==> config.mk <==
export PLATFORM = sky130hd
export DESIGN_NAME = irq_level_arb
export DESIGN_NICKNAME = d
export VERILOG_FILES = /design/src/rtl/irq_level_arb.sv
export SDC_FILE = /design/constraint.sdc
export NUM_CORES = 1
export LEC_CHECK = 0
export ABC_AREA = 1
export BUFFER_PORTS_ARGS = -buffer_cell sky130_fd_sc_hd__clkbuf_2
export CAP_MARGIN = 5
export CORE_ASPECT_RATIO = 1.4
export CORE_MARGIN = 1
export CORE_UTILIZATION = 50
export DETAILED_ROUTE_END_ITERATION = 6
export PLACE_DENSITY = 0.87
export SYNTH_ARGS = -nofsm -noshare
export SYNTH_HDL_FRONTEND = slang
export SYNTH_SLANG_ARGS = --single-unit
==> constraint.sdc <==
create_clock -name clk -period 6.8 [get_ports clk]
set_input_delay 0.34 -clock clk [delete_from_list [all_inputs] [get_ports clk]]
set_output_delay 0.34 -clock clk [all_outputs]
set_load 0.01 [all_outputs]
==> src/rtl/irq_level_arb.sv <==
module irq_level_arb #(
  parameter int NLVL      = 16,
  parameter int TT_W      = 9,
  parameter int TL_W      = 3,
  parameter int EXT_BASE  = 16,
  parameter int TIMER_LVL = 14,
  localparam int LW       = $clog2(NLVL)
) (
  input  logic            clk,
  input  logic            rst,
  input  logic [NLVL-1:0] ext_lvl,
  input  logic [NLVL:0]   soft_reg,
  input  logic [LW-1:0]   pil,
  input  logic            int_en,
  input  logic [TL_W-1:0] trap_lvl,
  input  logic [TT_W-1:0] cur_tt,
  input  logic            vec_busy,
  output logic            irq_req,
  output logic [TT_W-1:0] irq_tt
);
  localparam logic [TT_W-1:0] BASE = TT_W'(EXT_BASE);

  logic            tmr;
  logic [NLVL-1:0] pend;
  logic            above;
  logic [LW-1:0]   win;
  logic [TT_W-1:0] cand;
  logic            keep;

  assign tmr   = soft_reg[0] | soft_reg[NLVL];
  assign pend  = ext_lvl | {soft_reg[NLVL-1:1], 1'b0}
               | (tmr ? NLVL'(1) << TIMER_LVL : '0);
  assign above = {1'b0, pend} >= ((NLVL+1)'(2) << pil);

  always_comb begin
    win = '0;
    for (int i = 0; i < NLVL; i++)
      if (pend[i]) win = LW'(i);
  end

  assign cand = BASE | TT_W'(win);
  assign keep = (trap_lvl != '0) && (cur_tt[TT_W-1:LW] == BASE[TT_W-1:LW])
              && (cur_tt > cand);

  always_ff @(posedge clk) begin
    if (rst) begin
      irq_req <= 1'b0;
      irq_tt  <= '0;
    end else if (!vec_busy) begin
      if (!above || !int_en) begin
        irq_req <= 1'b0;
        irq_tt  <= '0;
      end else if (!keep && irq_tt != cand) begin
        irq_req <= 1'b1;
        irq_tt  <= cand;
      end
    end
  end
endmodule

* Word-level counts from Yosys, hierarchy flattened
Index checks and enable logic that the tools add are counted.
** Operators by class
- $add $sub $neg :: 0
- $lt $le $gt $ge :: 2
- Divide/modulo/power cells :: 0
- Shift operators :: 1
- Reductions and logical operators :: 10
- Multipliers :: 0
- Muxes and demuxes :: 20
- Bitwise gates (word level) :: 4
- Equal/unequal tests :: 2
** Operators by type and width (count)
- $mux 4 :: 13
- $mux 9 :: 2
- $ge 16x17->1 :: 1
- $shl 2x4->17 const A :: 1
- $or 16x15->16 :: 1
- $or 16x16->16 :: 1
- $mux 15 :: 1
- $gt 9x5->1 :: 1
- $ne 9x5->1 :: 1
- $eq 5x1->1 const B :: 1
- $logic_and 1x1->1 :: 3
- $logic_not 1->1 :: 3
- $mux 1 :: 3
- $reduce_bool 3->1 :: 1
- $mux 2 :: 1
- $reduce_and 2->1 :: 1
- $reduce_bool 2->1 :: 1
- $logic_or 1x1->1 :: 1
- $not 1->1 :: 1
- $or 1x1->1 :: 1
** Word-level totals
- Flip-flop bits (word level) :: 10
- Bits in latches :: 0
- RAM bits :: 0
- Memories kept :: 0
- ROM bits :: 0

* Depth between registers and ports, before layout
Gate-level depths: netlist (run 1).
- Depth in word-level cells :: 24
- Gate-level depth with buffers :: 25

* Worst setup path before layout (run 1)
OpenSTA, ideal clock, no wires.
- Kind :: input to register
- Start :: input port pil[1]
- End :: register irq_tt[3]
- Data arrival time :: 2.258 ns
- Library setup time :: 0.115 ns
- Data required time :: 6.685 ns
- Stages on the path :: 18
- Slack :: 4.427 ns
- Path buffers :: 2
- Path through :: buf_4 inv_1 nand4_1 ha_1 a21oi_1 nor2_1 a211oi_1 nor2_1 a211oi_2 nand3_1 nand2_1 inv_1 or2_1 buf_2 nand2_1 inv_2 nand2_1 nor2_1
** Between the ends
- Cells in the longest elaborated chain, start to end :: 6
- Elaborated cells between the ends (all ways) :: 7
** RTL lines
- start: declaration :: RTL line 13 : input logic [LW-1:0] pil,
- $shl 2x4->17 * :: RTL line 33 : assign above = {1'b0, pend} >= ((NLVL+1)'(2) << pil);
- $ge 16x17->1 * :: RTL line 33
- $logic_not 1->1 * :: RTL line 50 : if (!above || !int_en) begin
- $logic_or 1x1->1 * :: RTL line 50
- $reduce_bool 2->1 (no line)
- $reduce_and 2->1 (no line)
- end signal: assignment :: RTL line 55 : irq_tt <= cand;
- end: declaration :: RTL line 19 : output logic [TT_W-1:0] irq_tt
Mark *: on every way between the ends. The rest lies on a longest branch, timed or not.
A chain may end at the register's enable or synchronous reset.

* Final worst setup path (run 1)
- Start :: input port pil[1]
- End :: register irq_tt[2]
The elaborated chain is that of the path after synthesis.

==> results of run 1 <==
==> metrics by stage <==
step / area (sq um) / worst slack [ns] / util, % / std cells / hold WS, ns
finish: 1521 / 4.403 / 64.34 / 276 / 0.3554
global route: 1521 / 4.104 / 64.34 / 276 / 0.3605
CTS: 1521 / 4.418 / 64.34 / 276 / 0.3529
detailed placement: 1495 / 4.172 / 63.23 / 272 / 0.4803
global placement: 1495 / 4.178 / 63.23 / 272 / 0.4707
floorplan: 1254 / 4.427 / - / 202 / 0.4952
==> how the worst max path moves through the flow <==
stage / from / endpoint / slack, ns / cells past startpoint
2_1_floorplan: pil[1] / irq_tt[3] / 4.43 / 18
3_3_place_gp: pil[1] / irq_tt[3] / 4.18 / 17
3_5_place_dp: pil[1] / irq_tt[3] / 4.17 / 17
4_1_cts: pil[1] / irq_tt[3] / 4.42 / 17
5_1_grt: pil[1] / irq_tt[3] / 4.10 / 17
6_report: pil[1] / irq_tt[2] / 4.40 / 17
==> layout make-up <==
class	instances	area, sq um
multi-input combinational	157	968.4
fill	242	843.3
timing repair buffer	57	285.3
inverter	30	112.6
sequential	5	100.1
tap	23	28.78
clock buffer	4	26.28
==> power by group through the flow <==
stage	clock network [mW]	registers (mW)	logic, mW
5_1_grt	0.0383	0.0345	0.0756
2_1_floorplan	0	0.0356	0.0446
3_3_place_gp	0	0.0347	0.0641
3_5_place_dp	0	0.0348	0.0659
4_1_cts	0.0353	0.0342	0.0663
6_report	0.0338	0.0343	0.0657
==> logic make-up (layout without fill, tap and decap cells) <==
kind of cell	count (synthesis)	in the layout	synth area share, %
AOI/OAI and AO/OA	20	20	10.07
adders and majority gates	19	19	19.13
other	1	4	0.3018
xor gates and xnor gates	2	2	1.410
DFF	5	5	8.057
buffers and inverters	40	91	14.90
and+or+nand+nor	112	112	46.12
==> routing by layer <==
layer	vias up	routed length (um)	GRT usage (%)
met3	8	88	0.8929
met2	39	1471	43.49
met1	635	974	20.21
li1	760	-	-
met4	0	85	12.12
met5	-	0	0
==> cells in the final DEF, fill, tap and decap left out <==
cell                       Yosys  routed
sky130_fd_sc_hd__a211oi_1      1       1
sky130_fd_sc_hd__a211oi_2      1       1
sky130_fd_sc_hd__a21boi_1      1       1
sky130_fd_sc_hd__a21o_1        1       1
sky130_fd_sc_hd__a21oi_1       9       9
sky130_fd_sc_hd__a21oi_2       1       1
sky130_fd_sc_hd__a41oi_1       1       1
sky130_fd_sc_hd__clkbuf_1      0       1
sky130_fd_sc_hd__clkbuf_2      0      57
sky130_fd_sc_hd__clkbuf_4      0       3
sky130_fd_sc_hd__conb_1        1       4
sky130_fd_sc_hd__dfxtp_1       5       5
sky130_fd_sc_hd__ha_1         19      19
sky130_fd_sc_hd__inv_1        23      23
sky130_fd_sc_hd__inv_2         7       7
sky130_fd_sc_hd__nand2_1      44      44
sky130_fd_sc_hd__nand2_2       2       2
sky130_fd_sc_hd__nand2_4       1       1
sky130_fd_sc_hd__nand3_1       6       6
sky130_fd_sc_hd__nand3_2       2       2
sky130_fd_sc_hd__nand3b_1      1       1
sky130_fd_sc_hd__nand4_1      17      17
sky130_fd_sc_hd__nand4_2       1       1
sky130_fd_sc_hd__nor2_1       25      25
sky130_fd_sc_hd__nor2_2        5       5
sky130_fd_sc_hd__nor2_4        3       3
sky130_fd_sc_hd__nor2_8        1       1
sky130_fd_sc_hd__nor3_2        1       1
sky130_fd_sc_hd__nor4_1        1       1
sky130_fd_sc_hd__o211ai_1      1       1
sky130_fd_sc_hd__o21ai_0       2       2
sky130_fd_sc_hd__o21ai_1       2       2
sky130_fd_sc_hd__or2_1         1       1
sky130_fd_sc_hd__or3_1         1       1
sky130_fd_sc_hd__xor2_1        2       2
==> critical path: stages <==
cell and delay, ns:
sky130_fd_sc_hd__clkbuf_2 0.15, sky130_fd_sc_hd__inv_1 0.21, sky130_fd_sc_hd__nand4_1 0.14, sky130_fd_sc_hd__ha_1 0.31, sky130_fd_sc_hd__a21oi_1 0.13, sky130_fd_sc_hd__nor2_1 0.05
sky130_fd_sc_hd__a211oi_1 0.18, sky130_fd_sc_hd__nor2_1 0.08, sky130_fd_sc_hd__a211oi_2 0.14, sky130_fd_sc_hd__nand3_1 0.10, sky130_fd_sc_hd__nand2_1 0.08, sky130_fd_sc_hd__inv_1 0.05
sky130_fd_sc_hd__or2_1 0.30, sky130_fd_sc_hd__nand2_1 0.13, sky130_fd_sc_hd__inv_2 0.05, sky130_fd_sc_hd__nand2_1 0.06, sky130_fd_sc_hd__nor2_1 0.03
==> out/qor.csv, run 1 <==
stage,metric,value,unit
power_and_ir_drop,power.internal,83.01,uW
detailed_routing,drtAntennaViolNets,0,
detailed_routing,wirelength,2619,um
synth,synth_top_area_share,19.13,%
timing,finalSetupViolCount,0,
timing,setup_repair_after_global_routing_missed_its_margin,no,
worst_setup_path,r2r.worst_path.cells,10,
floorplanning,start_util,52.54,%
synth,synth.distinct_cells,34,
global_route,grt_start_max_net_pins,10,
cts,cts_buf_count,3,
global_route,antenna_violations_before_repair,0,
power_and_ir_drop,total_power,133.8,uW
cts,clk_latency,0.24,ns
cells_and_area,finalNetCount,326,
cts,root_buffer,sky130_fd_sc_hd__clkbuf_4,
hold_path,timing.hold.worst.start,rst,
synth,yosysWarnings,0,
cts,maximum_clock_insertion_buffer_count,2,
worst_setup_path,worst-setup-path-type,in2reg,
power_and_ir_drop,power_share_of_the_sequential_group,25.6,%
floorplanning,num_io_pins,63,
timing,max_freq,417.2,MHz
synth,count_leader_synth,sky130_fd_sc_hd__nand2_1,
timing,finalSetupTns,0,ns
power_and_ir_drop,power.density,87.92,nW/um^2
cts,post_cts_resized,0,
synth,synthesis.area,1242,sq um
run_status,violated_checks,design-rule violations,
hold_path,worst_hold_path_type,in2reg,
worst_setup_path,setup.reg_to_reg.worst_slack,5.43,ns
placement,dpl.hpwl,2399,um
cells_and_area,registers.top_by_ff_count,irq_tt,
detailed_routing,routed_len_inst,9.489,um
detailed_routing,vias_per_cell,5.225,
floorplanning,floorplan_row_count,21,
power_and_ir_drop,pwr-share-comb,49.1,%
cells_and_area,largest_register_ff_count,5,
cells_and_area,antenna_cells,0,
cts,cts_max_level,1,
hold_path,worst_hold_path.num_cells,4,
cts,cts.reportedPaths.clkPinSlew,0.04,ns
placement,numPortBuffers,57,
global_route,grt_overflow,0,
flow_run,max_cap_violations,0,
cells_and_area,synthToLayoutAreaGrowth,22.46,%
cts,post-cts-setup-buffers,0,
cts,cts_hold_buf,0,
run_status,run_status,finished with violations,
worst_setup_path,worst_reg2reg_startpoint,irq_tt[2],
detailed_routing,drc_violations,2,
worst_setup_path,critPathArrivalTime,2.53,ns
worst_setup_path,critPathRequiredTime,6.93,ns
cts,cts_sinks,5,
detailed_routing,dr_total_vias,1442,
cts,cts_tree,yes,
synth,postSynth.topFlopCell,sky130_fd_sc_hd__dfxtp_1,
worst_setup_path,critical_path_peak_fanout,9,
worst_setup_path,reg_to_reg_endpoint,irq_tt[0],
detailed_routing,initial_detailed_routing_violation_count,21,
floorplanning,die_h,60.98,um
floorplanning,floorplan.core_area,2365,sq um
placement,gp_congestion,0.8836,
worst_setup_path,worst_setup_path_start_kind,input pin,
worst_setup_path,end_kind,flop,
synth,synth_top_cells_by_count,"44 x sky130_fd_sc_hd__nand2_1, 25 x sky130_fd_sc_hd__nor2_1, 23 x sky130_fd_sc_hd__inv_1, 19 x sky130_fd_sc_hd__ha_1, 17 x sky130_fd_sc_hd__nand4_1",
power_and_ir_drop,clock_power_share,25.3,%
synth,synth_seq_area_share,8.056,%
timing,layout_worst_path_cycle_share,35.25,%
synth,yosys_register_bits,5,
synth,async_flop_share,0,%
cells_and_area,final_layout_size_suffix_gt1_share,33.60,%
timing,fin_crit,2.397,ns
global_route,globalRouteTotalUtil,21.24,%
timing,hold_violations_final,0,
power_and_ir_drop,ir_worst_vdd,53.62,uV
hold_path,worstHoldEndpoint,irq_tt[0],
cells_and_area,registers_with_the_highest_flip_flop_counts,irq_tt x5,
timing,worst_clock_skew,0.001002,ns
synth,synth_enable_flop_cells,0,
power_and_ir_drop,switching_power_as_a_share_of_total_power,37.94,%
power_and_ir_drop,static-leakage-power,0.8075,nW
synth,synth_largest_area_cell,sky130_fd_sc_hd__ha_1,
global_route,grt_first_pass_wirelength,4381,um
detailed_routing,firstDrtPassIters,6,
synth,avgSynthCellArea,6.243,sq um
global_route,grt_pass1_vias,1253,
synth,leading_cell_types_by_total_area_after_synthesis,"sky130_fd_sc_hd__ha_1 19%, sky130_fd_sc_hd__nand2_1 13%, sky130_fd_sc_hd__nand4_1 8.6%",
synth,synthesis.instances,199,
timing,maxSlewViolCount,0,
power_and_ir_drop,net-switching-power,50.75,uW
floorplanning,die_width,44.13,um
floorplanning,die_area,2691,sq um
(Power assumes the default switching activity.)
==> run 2: changes to the inputs <==
- CORE_UTILIZATION: 50 -> 42
- PLACE_DENSITY: 0.87 -> 0.78
- clock period: 6.8 -> 1.9 ns (I/O delays scaled with it)
==> out/qor.csv, run 2 (same netlist as run 1, synthesis figures left out) <==
stage,metric,value,unit,change
worst_setup_path,critPathRequiredTime,2.02,ns,-4.91 ns
timing,fin_crit,1.964,ns,
floorplanning,num_io_pins,63,,unchanged
timing,layout_worst_path_cycle_share,103.4,%,
placement,dpl.hpwl,2836,um,+18%
cells_and_area,finalNetCount,363,,+11%
detailed_routing,vias_per_cell,4.850,,-7.2%
global_route,grt_start_max_net_pins,9,,-1
cells_and_area,final_layout_size_suffix_gt1_share,51.72,%,+18 points
power_and_ir_drop,ir_worst_vdd,292.5,uV,+450%
placement,gp_congestion,0.8514,,-3.6%
worst_setup_path,critical_path_peak_fanout,6,,-3
cts,cts_max_level,1,,unchanged
cts,cts_buf_count,3,,unchanged
worst_setup_path,end_kind,flop,,
timing,setup_repair_after_global_routing_missed_its_margin,yes,,
run_status,violated_checks,negative setup slack,,
detailed_routing,initial_detailed_routing_violation_count,12,,-43%
detailed_routing,dr_total_vias,1586,,+10%
detailed_routing,wirelength,3315,um,+27%
timing,finalSetupViolCount,5,,+5
cells_and_area,antenna_cells,0,,unchanged
run_status,run_status,finished with violations,,
global_route,globalRouteTotalUtil,23.29,%,+2.0 points
detailed_routing,drc_violations,0,,-2
cts,root_buffer,sky130_fd_sc_hd__clkbuf_8,,
flow_run,max_cap_violations,0,,unchanged
floorplanning,die_area,3183,sq um,+18%
power_and_ir_drop,static-leakage-power,1.000,nW,+24%
floorplanning,die_h,66.36,um,+8.8%
cells_and_area,registers.top_by_ff_count,irq_tt,,
worst_setup_path,critPathArrivalTime,2.08,ns,-0.45 ns
hold_path,worst_hold_path_type,in2reg,,
global_route,grt_first_pass_wirelength,5395,um,+23%
floorplanning,die_width,47.97,um,+8.7%
worst_setup_path,worst_setup_path_start_kind,input pin,,
detailed_routing,routed_len_inst,10.14,um,+6.8%
global_route,antenna_violations_before_repair,0,,unchanged
floorplanning,start_util,43.61,%,-8.9 points
timing,worst_clock_skew,0.002011,ns,+0.001009 ns
floorplanning,floorplan_row_count,23,,+9.5%
cells_and_area,final_core_util,69.92,%,+5.6 points
global_route,grt_pass1_vias,1489,,+19%
power_and_ir_drop,total_power,650.8,uW,+390%
timing,postLayoutSetupSlackWorst,-0.06377,ns,-4.467 ns
cts,clk_latency,0.23,ns,about the same
placement,numPortBuffers,57,,unchanged
cts,cts_hold_buf,0,,unchanged
timing,max_freq,509.2,MHz,
cells_and_area,largest_register_ff_count,5,,unchanged
detailed_routing,firstDrtPassIters,4,,-2
cells_and_area,layout_common_cells,"55 x sky130_fd_sc_hd__clkbuf_2, 39 x sky130_fd_sc_hd__nand2_1, 37 x sky130_fd_sc_hd__buf_4",,
timing,worst_hold_slack,0.1526,ns,-0.2028 ns
cells_and_area,layout.cells.most_common,sky130_fd_sc_hd__clkbuf_2,,
timing,hold_violations_final,0,,unchanged
worst_setup_path,worst-setup-path-type,in2reg,,
floorplanning,floorplan.core_area,2849,sq um,+20%
power_and_ir_drop,power.density,326.7,nW/um^2,+270%
cts,cts_tree,yes,,
timing,finalSetupTns,-0.1982,ns,-0.1982 ns
cells_and_area,synthToLayoutAreaGrowth,60.32,%,
detailed_routing,drtAntennaViolNets,0,,unchanged
timing,maxSlewViolCount,0,,unchanged
global_route,grt_overflow,0,,unchanged
cells_and_area,registers_with_the_highest_flip_flop_counts,irq_tt x5,,
cts,cts_sinks,5,,unchanged
cts,maximum_clock_insertion_buffer_count,2,,unchanged
cts,cts.reportedPaths.clkPinSlew,0.04,ns,about the same
[run 2: layer usage]
layer | wire length (um) | vias up | global-route usage, %
met5 | 0 | - | 0
met4 | 52 | 0 | 12.15
met3 | 77 | 6 | 0.8197
met2 | 2023 | 34 | 46.62
met1 | 1161 | 711 | 21.13
li1 | - | 835 | -
[run 2: power by group]
| group | switching, mW | leakage, nW | total (mW) | internal [mW] |
|---|---|---|---|---|
| registers | 0.00894 | 0.0416 | 0.124 | 0.115 |
| clock network | 0.0588 | 0.0228 | 0.203 | 0.145 |
| logic | 0.164 | 0.936 | 0.324 | 0.160 |
| total | 0.231 | 1.00 | 0.651 | 0.419 |
[run 2: worst paths after layout]
check	slack, ns	to	cells past startpoint	start
setup reg to reg	0.49	irq_tt[1]	10	irq_tt[2]
hold / removal	0.15	irq_tt[0]	4	rst
hold reg to reg	0.50	irq_tt[4]	2	irq_tt[4]
setup / recovery	-0.06	irq_tt[1]	17	ext_lvl[10]
[run 2: critical path, cell delays in order]
cell and delay [ns]:
sky130_fd_sc_hd__clkbuf_2 0.09, sky130_fd_sc_hd__nor2_2 0.14, sky130_fd_sc_hd__inv_1 0.13, sky130_fd_sc_hd__nor2_4 0.15, sky130_fd_sc_hd__nand3_2 0.08, sky130_fd_sc_hd__nand3_2 0.07, sky130_fd_sc_hd__inv_1 0.04, sky130_fd_sc_hd__ha_1 0.30
sky130_fd_sc_hd__a21oi_1 0.21, sky130_fd_sc_hd__o21ai_2 0.08, sky130_fd_sc_hd__a21o_1 0.16, sky130_fd_sc_hd__a41oi_2 0.19, sky130_fd_sc_hd__nand2_4 0.12, sky130_fd_sc_hd__nand2_4 0.08, sky130_fd_sc_hd__nand2_1 0.05, sky130_fd_sc_hd__nand2_1 0.05
sky130_fd_sc_hd__nor2_1 0.04
[run 2: cell type report]
cell class	count	area, sq um
Multi-Input combinational cell	157	1095
Fill cell	264	857.1
Timing Repair Buffer	94	578.1
Inverter	30	127.6
Sequential cell	5	100.1
Tap cell	37	46.29
Clock buffer	4	45.04
[run 2: stage by stage]
stage	setup slack (ns)	cell area (sq um)	instances
floorplan	-0.05623	1310	202
global placement	-0.3307	1779	318
detailed placement	-0.4152	1779	318
CTS	-0.03245	1944	327
global route	-0.2096	1992	327
finish	-0.06377	1992	327
[run 2: repair_timing]
action                     4_1_cts  5_1_grt
gates resized for setup         24        9
buffers inserted                 5        0
hold endpoints to repair         0        0
pin swaps                        9       11
setup endpoints to repair        5        5
